### src/rtl/fdc_pd_pkg.sv
package fdc_pd_pkg;

    localparam int OFS_W  = 3;
    localparam int DATA_W = 8;
    localparam int NPINS  = 8;

    typedef enum logic [OFS_W-1:0] {
        OFS_STAT_A  = 3'd0,
        OFS_STAT_B  = 3'd1,
        OFS_DRVCTL  = 3'd2,
        OFS_GAP3    = 3'd3,
        OFS_STAT_RS = 3'd4,
        OFS_FIFO    = 3'd5,
        OFS_GAP6    = 3'd6,
        OFS_INP_CFG = 3'd7
    } fdc_ofs_e;

    // drive pin slots in drv_oe
    localparam int PIN_MOTOR = 0;
    localparam int PIN_SEL   = 1;
    localparam int PIN_DIR   = 2;
    localparam int PIN_STEP  = 3;
    localparam int PIN_WDAT  = 4;
    localparam int PIN_WGATE = 5;
    localparam int PIN_HEAD  = 6;
    localparam int PIN_DENS  = 7;

    localparam logic [NPINS-1:0] TRI_DEFAULT =
        (NPINS'(1) << PIN_WDAT) | (NPINS'(1) << PIN_WGATE);

    typedef struct packed {
        logic              rd;
        logic              wr;
        fdc_ofs_e          ofs;
        logic [DATA_W-1:0] wdata;
    } fdc_acc_t;

    typedef struct packed {
        logic rd_wake;
        logic wr_wake;
    } fdc_wake_t;

    typedef struct packed {
        logic pd;
        logic wake;
    } fdc_pwr_t;

    function automatic logic any_in_field(input logic [DATA_W-1:0] d,
                                          input int lsb, input int cnt);
        logic acc;
        acc = 1'b0;
        for (int i = 0; i < DATA_W; i++) begin
            if (i >= lsb && i < lsb + cnt) acc = acc | d[i];
        end
        return acc;
    endfunction

    function automatic logic bit_at(input logic [DATA_W-1:0] d, input int pos);
        logic v;
        v = 1'b0;
        for (int i = 0; i < DATA_W; i++) begin
            if (i == pos) v = d[i];
        end
        return v;
    endfunction

    function automatic logic rd_is_wake(input fdc_ofs_e o);
        return (o == OFS_STAT_RS) || (o == OFS_FIFO);
    endfunction

endpackage

### src/rtl/fdc_pd_decode.sv
module fdc_pd_decode
    import fdc_pd_pkg::*;
#(
    parameter int MOTOR_LSB   = 4,
    parameter int MOTOR_CNT   = 4,
    parameter int DRV_RST_BIT = 2,
    parameter int RS_RST_BIT  = 7
) (
    input  fdc_acc_t  acc,
    output fdc_wake_t evt
);
    logic motor_on;
    logic drv_rst_n;
    logic rs_rst;

    always_comb begin
        motor_on  = any_in_field(acc.wdata, MOTOR_LSB, MOTOR_CNT);
        drv_rst_n = bit_at(acc.wdata, DRV_RST_BIT);
        rs_rst    = bit_at(acc.wdata, RS_RST_BIT);
    end

    always_comb begin
        evt.rd_wake = acc.rd && rd_is_wake(acc.ofs);
        evt.wr_wake = 1'b0;
        if (acc.wr) begin
            unique case (acc.ofs)
                OFS_DRVCTL:  evt.wr_wake = motor_on || !drv_rst_n;
                OFS_STAT_RS: evt.wr_wake = rs_rst;
                OFS_FIFO:    evt.wr_wake = 1'b1;
                default:     evt.wr_wake = 1'b0;
            endcase
        end
    end
endmodule

### src/rtl/fdc_pd_state.sv
module fdc_pd_state
    import fdc_pd_pkg::*;
(
    input  logic     clk,
    input  logic     rst,
    input  logic     wake_evt,
    input  logic     pd_req,
    output fdc_pwr_t pwr
);
    logic pd_q;

    always_ff @(posedge clk) begin
        if (rst)            pd_q <= 1'b0;
        else if (wake_evt)  pd_q <= 1'b0;
        else if (pd_req)    pd_q <= 1'b1;
    end

    always_comb begin
        pwr.pd   = pd_q;
        pwr.wake = pd_q && wake_evt;
    end
endmodule

### src/rtl/fdc_pd_pins.sv
module fdc_pd_pins
    import fdc_pd_pkg::*;
#(
    parameter int              N        = NPINS,
    parameter logic [N-1:0]    TRI_MASK = N'(TRI_DEFAULT)
) (
    input  logic         pd,
    output logic [N-1:0] oe
);
    for (genvar p = 0; p < N; p++) begin : g_pin
        if (TRI_MASK[p]) begin : g_float
            assign oe[p] = !pd;
        end else begin : g_drive
            assign oe[p] = 1'b1;
        end
    end
endmodule

### src/rtl/fdc_pd_wake.sv
module fdc_pd_wake
    import fdc_pd_pkg::*;
#(
    parameter int               MOTOR_LSB   = 4,
    parameter int               MOTOR_CNT   = 4,
    parameter int               DRV_RST_BIT = 2,
    parameter int               RS_RST_BIT  = 7,
    parameter logic [NPINS-1:0] TRI_MASK    = TRI_DEFAULT
) (
    input  logic              clk,
    input  logic              rst,
    input  logic [OFS_W-1:0]  bus_ofs,
    input  logic              bus_rd,
    input  logic              bus_wr,
    input  logic [DATA_W-1:0] bus_wdata,
    input  logic              pd_req,
    output logic              pd_flag,
    output logic              wake,
    output logic [NPINS-1:0]  drv_oe
);
    fdc_acc_t  acc;
    fdc_wake_t evt;
    fdc_pwr_t  pwr;
    logic      wake_evt;

    always_comb begin
        acc.rd    = bus_rd;
        acc.wr    = bus_wr;
        acc.ofs   = fdc_ofs_e'(bus_ofs);
        acc.wdata = bus_wdata;
    end

    fdc_pd_decode #(
        .MOTOR_LSB   (MOTOR_LSB),
        .MOTOR_CNT   (MOTOR_CNT),
        .DRV_RST_BIT (DRV_RST_BIT),
        .RS_RST_BIT  (RS_RST_BIT)
    ) u_dec (
        .acc (acc),
        .evt (evt)
    );

    assign wake_evt = evt.rd_wake || evt.wr_wake;

    fdc_pd_state u_state (
        .clk      (clk),
        .rst      (rst),
        .wake_evt (wake_evt),
        .pd_req   (pd_req),
        .pwr      (pwr)
    );

    fdc_pd_pins #(
        .N        (NPINS),
        .TRI_MASK (TRI_MASK)
    ) u_pins (
        .pd (pwr.pd),
        .oe (drv_oe)
    );

    assign pd_flag = pwr.pd;
    assign wake    = pwr.wake;
endmodule

### config.mk
export PLATFORM = sky130hd
export DESIGN_NAME = fdc_pd_wake
export DESIGN_NICKNAME = d
export VERILOG_FILES = /design/src/rtl/fdc_pd_pkg.sv /design/src/rtl/fdc_pd_decode.sv /design/src/rtl/fdc_pd_state.sv /design/src/rtl/fdc_pd_pins.sv /design/src/rtl/fdc_pd_wake.sv
export SDC_FILE = /design/constraint.sdc
export NUM_CORES = 1
export LEC_CHECK = 0
export BUFFER_PORTS_ARGS = -buffer_cell sky130_fd_sc_hd__buf_2
export CORE_AREA = 2 2 39 41
export DETAILED_ROUTE_END_ITERATION = 7
export DIE_AREA = 0 0 41 43
export GPL_ROUTABILITY_DRIVEN = 0
export PLACE_DENSITY_LB_ADDON = 0.08
export SLEW_MARGIN = 20
export SYNTH_ARGS = -nofsm -noshare
export SYNTH_HDL_FRONTEND = slang
export SYNTH_SLANG_ARGS = --single-unit
### constraint.sdc
create_clock -name clk -period 2.9 [get_ports clk]
set_input_delay 0.29 -clock clk [delete_from_list [all_inputs] [get_ports clk]]
set_output_delay 0.29 -clock clk [all_outputs]
set_load 0.005 [all_outputs]
# Yosys cells after proc, flatten, opt, wreduce, memory -nomap -nowiden
# Index checks and enable logic that the tools add are counted.
# word_totals
ff_bits,1
wordCells,17
inputBits,16
# classes
muxes,2
n_reduce_logical,8
n_eq_ne,3
n_bitwise,3
# ops
operator,n
$eq A3 B3 Y1 const B,2
$eq A3 B2 Y1 const B,1
$logic_or A1 B1 Y1,3
$or A1 B1 Y1,3
$pmux W1 S3,1
$logic_and A1 B1 Y1,2
$logic_not A1 Y1,2
$reduce_or A2 Y1,1
$mux W1,1

# Depth between registers and ports, before layout
# logic_depth
ltp_word,8
ltp_mapped,3
depth_no_buf,3

# By module
# From an unflattened synthesis, not the netlist that was laid out.
# hier_totals
hier_cells,22
area_unflattened_um2,168.9
# by_module_without_submodules
mod,seq_area_each_um2,n_inst,area_per_inst_um2,cells_each
fdc_pd_pins,0.0,1,60.1,9
fdc_pd_decode,0.0,1,55.1,7
fdc_pd_state,20.0,1,47.5,5
fdc_pd_wake,0.0,1,6.3,1

# Least setup slack after synthesis
# OpenSTA, ideal clock, no wires.
# synth_timing
kind,input -> output
startpoint,input bus_wdata[4]
endpoint,output wake
arrival_ns,1.015
t_required_ns,2.610
n_path_buf,0
stages,3
slack_ns,1.595
path_cell_list,or4b_4 nor3_2 nor4_1
# synth_between
elab_chain_len,8
# synth_lines
element,line_no,text
"start, declared",fdc_pd_wake.sv:15,"input logic [DATA_W-1:0] bus_wdata,"
$or A1 B1 Y1 (3 in a row),fdc_pd_pkg.sv:53,if (i >= lsb && i < lsb + cnt) acc = acc | d[i];
$logic_or A1 B1 Y1,fdc_pd_decode.sv:27,OFS_DRVCTL: evt.wr_wake = motor_on || !drv_rst_n;
$pmux W1 S3,fdc_pd_decode.sv:26,unique case (acc.ofs)
$mux W1,fdc_pd_decode.sv:25,if (acc.wr) begin
$logic_or A1 B1 Y1,fdc_pd_wake.sv:43,assign wake_evt = evt.rd_wake || evt.wr_wake;
$logic_and A1 B1 Y1,fdc_pd_state.sv:20,pwr.wake = pd_q && wake_evt;
"end, declared",fdc_pd_wake.sv:18,"output logic wake,"
# Every way passes these cells.

# Final worst setup path
# Same ends and word-level chain as after synthesis.

==> flow_results.org <==
** Floorplan
- Die Width :: around 41 µm
- Initial cell density of the core :: 0.115
- Total die area :: between 1500 and 2000 µm²
- In this run the core area contains 14 standard-cell rows.
- The die is 43 µm tall.
- In this run the standard cell core region covers approximately 1400 µm².
- Number of primary I/O pins :: 26

** Logic synthesis
- After synthesis the cells add up to approximately 160 µm².
- Register area share after synthesis :: 0.126
- In this run the mean area of a mapped cell was roughly 7.6 µm².
- Of the post-synthesis cell area, the dominant cell type holds 0.331.
- Number of synthesized register bits :: 1
- The synthesized netlist contains 12 unique library cells.
- Ys Warns :: 0
- Number of instances in the synthesized netlist :: 21
- In the post-synthesis netlist, the biggest area contributors are sky130_fd_sc_hd__buf_4, sky130_fd_sc_hd__dfxtp_1, sky130_fd_sc_hd__or4b_4, sky130_fd_sc_hd__a21oi_1, sky130_fd_sc_hd__nor3_2.
- The largest total area in the synthesized netlist belongs to sky130_fd_sc_hd__buf_4.

** Place
- Buffers placed on the I/O ports in this run total 16.
- Summed over all nets, the half-perimeter wirelength after detailed placement is about 380 µm.

** Timing
- Of the available clock period, the critical path in the final layout requires 0.536.
- Setup repair after global routing left no endpoint under its margin.
- For the final database, setup skew stands at 0 ps.
- Max Transition Viols Final :: 0
- Summed negative setup slack over all endpoints :: 0 ps
- Highest Clock Rate :: approximately 640 MHz
- Final setup violation count :: 0
- The hold violation count in the final report came to 0.
- The routed design could run at a clock period as short as about 1600 ps.

** Finish
- The top cell types in the final layout, fill and taps aside, are sky130_fd_sc_hd__buf_2, sky130_fd_sc_hd__conb_1, sky130_fd_sc_hd__inv_1, sky130_fd_sc_hd__a21oi_1, sky130_fd_sc_hd__nor2_1.
- Fraction of final layout cells with drive strength greater than 1 :: 0.514
- Antenna cells :: 0
- Summing all flip-flop and latch instances after layout gives around 20 µm².
- Relative to the synthesized area, the layout overhead comes to 41.7%.
- Nets :: between 50 and 60
- At the end of the flow the core is filled with cells to 0.163.
- Biggest register :: u_state.pd_q
- Registers with the most flip-flops :: u_state.pd_q x1
- Fill cells in the final layout number about 170.
- Leading cell type in the layout, fill and taps excluded :: sky130_fd_sc_hd__buf_2
- The number of flip-flops under the largest register name came to 1.
- Area of the multi-input gates :: between 90 and 100 µm²

** Route
- Wire length per cell after detailed routing :: 7.73 µm
- Antenna-violating nets left :: 0
- Across all layers, the routed design uses 170 vias.
- DRC :: 0
- For this block, the routed nets add up to roughly 390 µm of wire.
- Pre-antenna DRT Iters :: 1
- 1st-iter DRT viols :: 0
- Via/cell ratio :: roughly 3.3

** GRT
- The number of global-route vias before repair came to 125.
- Maximum number of pins on one net before global-route repair :: 5
- The first global-routing pass estimated approximately 540 µm of wire.
- Antenna violations before repair :: 0
- Remaining global-route overflow :: 0
- In the global route stage, overall resource usage came out at 0.0410.

** Clock network
- For this design, the CTS-stage hold fixing added 0 buffers.
- CTS clk-pin slew, worst paths :: 0 ps
- Post CTS Setup Buffer Count :: 0
- The clock reaches the later pin of the worst-skew pair after 0 ps.
- Post-CTS sizing :: 0

** Outcome
- Run status :: complete, no violations

** Setup path
- For the worst setup path, the data required time is 2610 ps.
- Endpoint type of the worst setup path :: primary output
- STA classifies the critical path startpoint as an input port.
- Critical path data arrival time :: between 1000 and 1500 ps
- Of all nets on the critical path, the largest fanout is 2.
- Setup Crit Path Kind :: input port to primary output

** Power and ir drop
- Power spread over the standard cell area amounts to between 150 and 200 nW/µm².
- Summed over all cells, the static leakage comes to ~0.12 nW.
- IR analysis of the VDD net gives a maximum drop of 41.5 µV.

** Flow run
- The tool flagged a number of max-cap violations equal to 0.

** Hold path
- Min-delay worst type :: input port to flip-flop
[area by class of cell]
type	count	area share
well taps	16	0.0889
multi-input cells	16	0.433
inverters	2	0.0333
repair buffers	16	0.356
flip-flops and latches	1	0.0889
[power by group]
part / internal [mW] / switching, mW / leakage [nW]
sequential: 0.0152 / 0.000697 / 0.00833
combinational: 0.0118 / 0.0102 / 0.112
clock: 0 / 0 / 0
total: 0.0270 / 0.0109 / 0.120
[kinds of logic (layout without fill, tap and decap cells)]
kind of cell | after synthesis | count (layout) | share of synthesized area
compound gates | 3 | 3 | 0.118
buf+inv | 9 | 18 | 0.378
flops | 1 | 1 | 0.126
other cells | 1 | 6 | 0.0236
simple gates | 7 | 7 | 0.354
[worst paths after layout]
path,start,end,slack [ps],depth (start not counted)
worst min-delay path,rst,u_state.pd_q,540,3
worst max-delay path,bus_wdata[4],wake,1340,5
worst min register to register,u_state.pd_q,u_state.pd_q,580,3
worst max register to register,u_state.pd_q,u_state.pd_q,2250,3
[critical path, stage by stage]
cell and delay, ps:
sky130_fd_sc_hd__buf_2 100, sky130_fd_sc_hd__or4b_4 520, sky130_fd_sc_hd__nor3_2 160, sky130_fd_sc_hd__nor4_1 80, sky130_fd_sc_hd__buf_2 130
[cells in the mapped netlist]
| cell type | instances |
|---|---|
| sky130_fd_sc_hd__buf_4 | 7 |
| sky130_fd_sc_hd__nor2_1 | 2 |
| sky130_fd_sc_hd__or3b_1 | 1 |
| sky130_fd_sc_hd__a21oi_1 | 2 |
| sky130_fd_sc_hd__nor4_1 | 1 |
| sky130_fd_sc_hd__o31a_1 | 1 |
| sky130_fd_sc_hd__inv_1 | 2 |
| sky130_fd_sc_hd__nor4bb_1 | 1 |
| sky130_fd_sc_hd__conb_1 | 1 |
| sky130_fd_sc_hd__nor3_2 | 1 |
| sky130_fd_sc_hd__or4b_4 | 1 |
| sky130_fd_sc_hd__dfxtp_1 | 1 |
[layer usage]
metal / wire length (µm) / GRT usage / up-vias
met4: 0 / 0 / 0
met5: 0 / 0 / -
met1: 168 / 0.0667 / 66
met2: 158 / 0.0594 / 16
li1: - / - / 88
met3: 67 / 0.00524 / 0
[per-stage QoR]
stage | hold slack [ps] | std cells | area (µm²) | power, mW | setup slack [ps]
2_1_floorplan | 448 | 26 | 178 | 0.0319 | 1590
5_1_grt | 553 | 51 | 225 | 0.0410 | 1290
3_3_place_gp | 546 | 51 | 225 | 0.0374 | 1340
4_1_cts | 544 | 51 | 225 | 0.0380 | 1320
6_report | 540 | 51 | 225 | 0.0379 | 1340
3_5_place_dp | 543 | 51 | 225 | 0.0379 | 1320
Power figures use the tool's default switching activity.
